[config.mk]
export PLATFORM = sky130hd
export DESIGN_NAME = pci_master_term
export DESIGN_NICKNAME = d
export VERILOG_FILES = /design/src/rtl/mt_pkg.sv /design/src/rtl/mt_sel_window.sv /design/src/rtl/mt_backoff.sv /design/src/rtl/mt_classify.sv /design/src/rtl/pci_master_term.sv
export SDC_FILE = /design/constraint.sdc
export NUM_CORES = 1
export LEC_CHECK = 0
export BUFFER_PORTS_ARGS = -buffer_cell sky130_fd_sc_hd__buf_2
export CORE_AREA = 2 2 78 80
export DETAILED_ROUTE_END_ITERATION = 10
export DIE_AREA = 0 0 80 82
export PLACE_DENSITY = 0.75
export SLEW_MARGIN = 15
export SYNTH_ARGS = -nofsm -noshare
export SYNTH_HDL_FRONTEND = slang
export SYNTH_SLANG_ARGS = --single-unit
[constraint.sdc]
create_clock -name clk -period 1.9 [get_ports clk]
set_input_delay 0.285 -clock clk [delete_from_list [all_inputs] [get_ports clk]]
set_output_delay 0.285 -clock clk [all_outputs]
set_load 0.05 [all_outputs]
[src/rtl/mt_pkg.sv]
package mt_pkg;

    typedef enum logic [2:0] {
        TK_NORMAL  = 3'd0,
        TK_MABORT  = 3'd1,
        TK_SPECIAL = 3'd2,
        TK_TABORT  = 3'd3,
        TK_RETRY   = 3'd4,
        TK_DISC    = 3'd5,
        TK_BURST   = 3'd6,
        TK_LATENCY = 3'd7
    } term_kind_e;

    typedef enum logic [1:0] {
        S_IDLE    = 2'd0,
        S_SELWAIT = 2'd1,
        S_DATA    = 2'd2,
        S_BACKOFF = 2'd3
    } mt_state_e;

    typedef struct packed {
        logic       hit;
        logic       xfer;
        term_kind_e kind;
    } phase_verdict_t;

endpackage

[src/rtl/mt_sel_window.sv]
module mt_sel_window #(
    parameter int WINDOW = 5
) (
    input  logic clk,
    input  logic rst_n,
    input  logic clear,
    input  logic run,
    output logic expired
);
    localparam int CW = (WINDOW > 1) ? $clog2(WINDOW) : 1;
    localparam logic [CW-1:0] LAST = CW'(WINDOW - 1);

    logic [CW-1:0] cnt;

    always_ff @(posedge clk or negedge rst_n) begin
        if (!rst_n) begin
            cnt <= '0;
        end else if (clear) begin
            cnt <= '0;
        end else if (run && cnt != LAST) begin
            cnt <= cnt + CW'(1);
        end
    end

    assign expired = run && (cnt == LAST);
endmodule

[src/rtl/mt_backoff.sv]
module mt_backoff #(
    parameter int CLKS = 2
) (
    input  logic clk,
    input  logic rst_n,
    input  logic load,
    input  logic run,
    output logic done
);
    generate
        if (CLKS <= 1) begin : g_short
            assign done = run;
        end else begin : g_count
            localparam int CW = $clog2(CLKS);
            localparam logic [CW-1:0] LAST = CW'(CLKS - 1);
            logic [CW-1:0] cnt;

            always_ff @(posedge clk or negedge rst_n) begin
                if (!rst_n) begin
                    cnt <= '0;
                end else if (load) begin
                    cnt <= '0;
                end else if (run && cnt != LAST) begin
                    cnt <= cnt + CW'(1);
                end
            end

            assign done = run && (cnt == LAST);
        end
    endgenerate
endmodule

[src/rtl/mt_classify.sv]
module mt_classify
    import mt_pkg::*;
(
    input  logic           devsel,
    input  logic           trdy,
    input  logic           stop,
    input  logic           first,
    input  logic           last,
    input  logic           special,
    input  logic           unaligned,
    input  logic           lat_expired,
    input  logic           gnt,
    output phase_verdict_t verdict
);
    always_comb begin
        verdict = '{hit: 1'b0, xfer: 1'b0, kind: TK_NORMAL};
        if (!devsel) begin
            // Target let go of the claim and stops: target abort.
            if (stop) begin
                verdict.hit  = 1'b1;
                verdict.kind = TK_TABORT;
            end
        end else if (trdy) begin
            verdict.xfer = 1'b1;
            if (last) begin
                verdict.hit  = 1'b1;
                verdict.kind = TK_NORMAL;
            end else if (stop) begin
                verdict.hit  = 1'b1;
                verdict.kind = TK_DISC;
            end else if (first && (special || unaligned)) begin
                verdict.hit  = 1'b1;
                verdict.kind = TK_BURST;
            end else if (lat_expired && !gnt) begin
                verdict.hit  = 1'b1;
                verdict.kind = TK_LATENCY;
            end
        end else if (stop) begin
            verdict.hit  = 1'b1;
            verdict.kind = first ? TK_RETRY : TK_DISC;
        end
    end
endmodule

[src/rtl/pci_master_term.sv]
module pci_master_term
    import mt_pkg::*;
#(
    parameter int LEN_W        = 8,
    parameter int SEL_WINDOW   = 5,
    parameter int BACKOFF_CLKS = 2
) (
    input  logic             clk,
    input  logic             rst_n,
    input  logic             txn_start,
    input  logic [LEN_W-1:0] txn_len,
    input  logic             txn_read,
    input  logic             txn_special,
    input  logic [1:0]       addr_lo,
    input  logic             conv_mode,
    input  logic             devsel,
    input  logic             trdy,
    input  logic             stop,
    input  logic             gnt,
    input  logic             lat_expired,
    output logic             term_valid,
    output logic [2:0]       term_kind,
    output logic [LEN_W-1:0] term_xfer,
    output logic [LEN_W-1:0] term_rem,
    output logic             set_mabort,
    output logic             set_tabort,
    output logic             cpl_err,
    output logic             reissue_req,
    output logic [LEN_W-1:0] reissue_len,
    output logic             burst_disc
);
    localparam logic [LEN_W-1:0] ONE = LEN_W'(1);

    mt_state_e      st, st_nx;
    logic [LEN_W-1:0] rem, rem_nx;
    logic [LEN_W-1:0] moved, moved_nx;
    logic           is_read, is_special, is_unaligned;

    logic           accept;
    logic           win_run, win_expired;
    logic           bo_load, bo_run, bo_done;
    phase_verdict_t verdict;

    logic           fin;
    term_kind_e     fin_kind;
    logic           go_reissue;
    logic [LEN_W-1:0] reissue_val;

    assign accept  = (st == S_IDLE) && txn_start;
    assign win_run = (st == S_SELWAIT) && !devsel;
    assign bo_run  = (st == S_BACKOFF);
    assign bo_load = fin && (fin_kind == TK_RETRY);

    mt_sel_window #(.WINDOW(SEL_WINDOW)) u_window (
        .clk     (clk),
        .rst_n   (rst_n),
        .clear   (accept),
        .run     (win_run),
        .expired (win_expired)
    );

    mt_backoff #(.CLKS(BACKOFF_CLKS)) u_backoff (
        .clk   (clk),
        .rst_n (rst_n),
        .load  (bo_load),
        .run   (bo_run),
        .done  (bo_done)
    );

    mt_classify u_classify (
        .devsel      (devsel),
        .trdy        (trdy),
        .stop        (stop),
        .first       (moved == '0),
        .last        (rem == ONE),
        .special     (is_special),
        .unaligned   (is_unaligned),
        .lat_expired (lat_expired),
        .gnt         (gnt),
        .verdict     (verdict)
    );

    // Next-state and ending decision.
    always_comb begin
        st_nx       = st;
        rem_nx      = rem;
        moved_nx    = moved;
        fin         = 1'b0;
        fin_kind    = TK_NORMAL;
        go_reissue  = 1'b0;
        reissue_val = rem;
        unique case (st)
            S_IDLE: begin
                if (txn_start) begin
                    st_nx = S_SELWAIT;
                end
            end
            S_SELWAIT, S_DATA: begin
                if (st == S_SELWAIT && !devsel) begin
                    if (win_expired) begin
                        fin      = 1'b1;
                        fin_kind = is_special ? TK_SPECIAL : TK_MABORT;
                        st_nx    = S_IDLE;
                    end
                end else begin
                    if (verdict.xfer) begin
                        rem_nx   = rem - ONE;
                        moved_nx = moved + ONE;
                    end
                    if (verdict.hit) begin
                        fin         = 1'b1;
                        fin_kind    = verdict.kind;
                        reissue_val = rem_nx;
                        if (verdict.kind == TK_RETRY) begin
                            st_nx = S_BACKOFF;
                        end else begin
                            st_nx = S_IDLE;
                        end
                        if (verdict.kind == TK_DISC || verdict.kind == TK_BURST ||
                            verdict.kind == TK_LATENCY) begin
                            go_reissue = 1'b1;
                        end
                    end else begin
                        st_nx = S_DATA;
                    end
                end
            end
            S_BACKOFF: begin
                if (bo_done) begin
                    go_reissue = 1'b1;
                    st_nx      = S_IDLE;
                end
            end
        endcase
    end

    // State and transaction context.
    always_ff @(posedge clk or negedge rst_n) begin
        if (!rst_n) begin
            st           <= S_IDLE;
            rem          <= '0;
            moved        <= '0;
            is_read      <= 1'b0;
            is_special   <= 1'b0;
            is_unaligned <= 1'b0;
        end else begin
            st <= st_nx;
            if (accept) begin
                rem          <= txn_len;
                moved        <= '0;
                is_read      <= txn_read;
                is_special   <= txn_special;
                is_unaligned <= conv_mode && (addr_lo != 2'b00);
            end else begin
                rem   <= rem_nx;
                moved <= moved_nx;
            end
        end
    end

    // Registered outputs.
    always_ff @(posedge clk or negedge rst_n) begin
        if (!rst_n) begin
            term_valid  <= 1'b0;
            term_kind   <= 3'd0;
            term_xfer   <= '0;
            term_rem    <= '0;
            set_mabort  <= 1'b0;
            set_tabort  <= 1'b0;
            cpl_err     <= 1'b0;
            reissue_req <= 1'b0;
            reissue_len <= '0;
            burst_disc  <= 1'b0;
        end else begin
            term_valid  <= fin;
            term_kind   <= fin ? fin_kind : TK_NORMAL;
            term_xfer   <= fin ? moved_nx : '0;
            term_rem    <= fin ? rem_nx : '0;
            set_mabort  <= fin && (fin_kind == TK_MABORT);
            set_tabort  <= fin && (fin_kind == TK_TABORT);
            cpl_err     <= fin && is_read &&
                           (fin_kind == TK_MABORT || fin_kind == TK_TABORT);
            reissue_req <= go_reissue;
            reissue_len <= go_reissue ? reissue_val : '0;
            burst_disc  <= fin && (fin_kind == TK_BURST);
        end
    end
endmodule

==> summary.md <==
| Metric | Value |
|---|---|
| Largest net degree at the start of global routing | 22 |
| CTS clk-pin slew, worst paths | 70 ps |
| Vias in the first global route | 2302 |
| Max cap viols | 0 |
| Post-synthesis instance total | 272 |
| Combinational family with the most area after synthesis | simple AND/OR/NAND/NOR gates |
| Max Freq | 0.511 GHz |
| Worst path slowest cell | o31a_1 |
| DPL Wire Length | 4760 um |
| Worst vdd ir | 0.832 mV |
| Simple-gate share of the synthesized area | 19.8% |
| Pint | 3420 uW |
| Sw Ratio | 42.9% |
| Final std cells w/o fill | 447 |
| Post-DR wirelength/cell | 15.6 um |
| Cell count of the worst hold path | 3 |
| Leak pwr | 0.00187 uW |
| Final setup fails | 6 |
| Htree depth | 3 |
| Multiplexer area fraction after synthesis | 1.19% |
| Total gr overflow | 0 |
| Final nets | 397 |
| Cell Rows | 28 |
| Fraction of registers with async set/reset | 100% |
| Syn_nets | 302 |
| Initial Util | 47.5% |
| GRT Overall Usage | 21.7% |
| Yosys reg bits | 58 |
| CTS Sinks | 58 |
| Hold Violations, Final | 0 |
| RD Place Congestion | 0.890 |
| Num CTS Buffers | 9 |
| Die Span Y | 82 um |
| Failing checks | setup timing |
| Drt pass-1 iters | 4 |
| Min-Delay Path Class | input port to flop |
| First-pass GRT wire length | 10700 um |
| Commonest non-fill, non-tap cell in the layout | dfrtp_1 |
| Sequential Area | 0.00145 sq mm |
| Share of post-route cells with drive strength above 1 | 42.2% |
| CP max stage delay | 410 ps |
| Synth warnings | 0 |
| Final Critical Period | 1960 ps |
| Critical path arrival | 2220 ps |
| Inserted Diodes | 0 |
| Synth Area per Inst | 10.0 sq um |
| Synth cell types | 48 |
| Ports | 54 |
| Die area | 0.00656 sq mm |
| Kind of critical path | flop to flop |
| Status | complete, but fails checks |
| Post-route DRC violation count | 0 |
| Number of synthesized flops with an enable pin | 0 |
| CTS tree | yes |
| Dpl ws | -84.0 ps |
| CP Capture Type | flop |
| Placed Cells | 427 |
| Clock power share | 19.3% |
| Reg power frac | 30.4% |
| Clock buffer depth | 2 |
| Core area | 0.00575 sq mm |
| Via count | 2319 |
| Worst setup margin | -56.0 ps |
| Slew Limit Fails | 0 |
| DIE WIDTH | 80 um |
| RSZ-0062 raised after global routing | yes |
| WP data required | 2170 ps |
| Port Buf Inserts | 53 |
| Tcrit/Tclk final | 103% |
| Post-synthesis sequential area ratio | 53.2% |
| Initial antenna violation count | 0 |
| Worst path depth | 8 |
| Top FF cell, synth | dfrtp_1 |
| Post-Synth Adder-Cell Area | 4.13% |
| Layout Utilization | 66.4% |
| Synth Area in Compound Gates | 11.3% |
| Initial DRC Count | 153 |
| CTS root buffer | clkbuf_8 |
| Logic pwr share | 50.4% |
| Via density | 5.19 |
| Measured slew at the worst slew-check pin | 578 ps |
| Clk_lat worst skew | 350 ps |
| Switch Pwr | 2570 uW |
| Area growth syn-to-layout | 40.0% |
| Most frequent cells in the layout | dfrtp_1, buf_2, buf_4 |
| CP Buf/Inv Count | 2 |
| Crit path cell chain | inv_2 -> ha_4 -> nor4b_4 -> buf_4 -> a311oi_1 -> nand4b_1 -> o31a_1 -> a21oi_1 |
| Clk_skew | 8.56 ps |
| Synth Cell Area | 0.00273 sq mm |
| Area of the multi-input gates | 0.00137 sq mm |
| Worst reg-to-reg path cell count | 8 |
| Startpoint types | flop |
| Critical path's top delay family | compound AO/OA/AOI/OAI gates |
| Power density over the cells | 1570 mW/mm^2 |
| Max-slew headroom | 61.4% |
| Max Fanout on Critical Path | 5 |
| Routed WL | 6950 um |
| Antenna Nets Post-Route | 0 |
| # fillers | 473 |
| Xor and xnor area share after synthesis | 5.46% |
==> worst paths after layout <==
kind / startpoint / end / slack (ps)
setup / recovery: moved[1] / reissue_len[3] / -60
hold / removal: txn_read / is_read / 130
setup reg to reg: moved[1] / reissue_len[3] / -60
hold reg to reg: is_read / is_read / 480
max in group asynchronous: rst_n / st[1] / 880
min in group asynchronous: rst_n / term_valid / 400
==> stage by stage <==
| stage | TNS (ps) | area (sq um) | hold WS, ps | power [uW] |
|---|---|---|---|---|
| 2_1_floorplan | 0 | 2740 | -10.6 | 3450 |
| 3_3_place_gp | -132 | 3350 | 228 | 4290 |
| 3_5_place_dp | -241 | 3350 | 236 | 4340 |
| 4_1_cts | -199 | 3610 | 129 | 5610 |
| 5_1_grt | -2230 | 3820 | 152 | 6330 |
| 6_report | -219 | 3820 | 130 | 6000 |
==> metal layers <==
metal  vias up  global-route usage [%]  part of all wire (%)
met3        19                    6.15                   5.7
met5         -                       0                     0
li1       1119                       -                     -
met2        67                    35.3                    50
met1      1114                    26.8                    42
met4         0                    10.2                   1.9
==> synthesized netlist by cell type, drive strengths merged (6+ instances only) <==
cell type	n	area share, %
xnor2	10	3.2
or3	7	1.6
inv	17	2.3
xor2	7	2.2
a21oi	19	3.5
clkbuf	6	0.83
buf	8	1.7
o21ai	10	1.8
nand2	19	2.6
nor2	45	6.2
dfrtp	58	53
ha	9	4.1
==> timing repair <==
action | in CTS | in global routing
hold endpoints to repair | 17 | 0
cloned | 0 | 2
setup buffers | 0 | 2
endpoints found under the setup margin | 17 | 30
hold buffers | 1 | 0
resized for setup | 10 | 46
pin swaps | 3 | 7
==> state kept, by name (all words and copies together) (netlist names), 2 cells and up <==
| register | flops |
|---|---|
| term_rem | 8 |
| u_window.cnt | 3 |
| term_xfer | 8 |
| st | 2 |
| term_kind | 3 |
| moved | 8 |
| reissue_len | 8 |
| rem | 8 |
==> cell families (layout without fill, tap and decap cells) <==
| logic type | Yosys count | count (layout) |
|---|---|---|
| AO/OA/AOI/OAI | 49 | 50 |
| XOR/XNOR | 17 | 17 |
| adder cells (fa/ha/maj) | 9 | 9 |
| buffers and inverters | 31 | 130 |
| flip-flops | 58 | 58 |
| multiplexers | 3 | 3 |
| AND/OR/NAND/NOR | 105 | 105 |
==> tightest hold or removal path, delay by kind of cell <==
kind                   cells  cell delay, ps
buffers and inverters      1              80
and+or+nand+nor            2              90
==> area by class of cell <==
type                    instances  share of cell area (%)
inverters                      17                    1.67
repair buffers                 97                    16.7
clock inverters                 5                    1.38
well taps                      75                    2.46
multi-input cells             184                    35.8
flip-flops and latches         58                    38.0
clock buffers                  11                    3.97
==> power by group through the flow <==
stage	combinational, uW	sequential [uW]	clock, uW
3_3_place_gp	2480	1800	0
2_1_floorplan	1090	2360	0
6_report	3020	1820	1160
5_1_grt	3240	1860	1230
3_5_place_dp	2520	1820	0
4_1_cts	2630	1810	1170
Power figures use the tool's default switching activity.
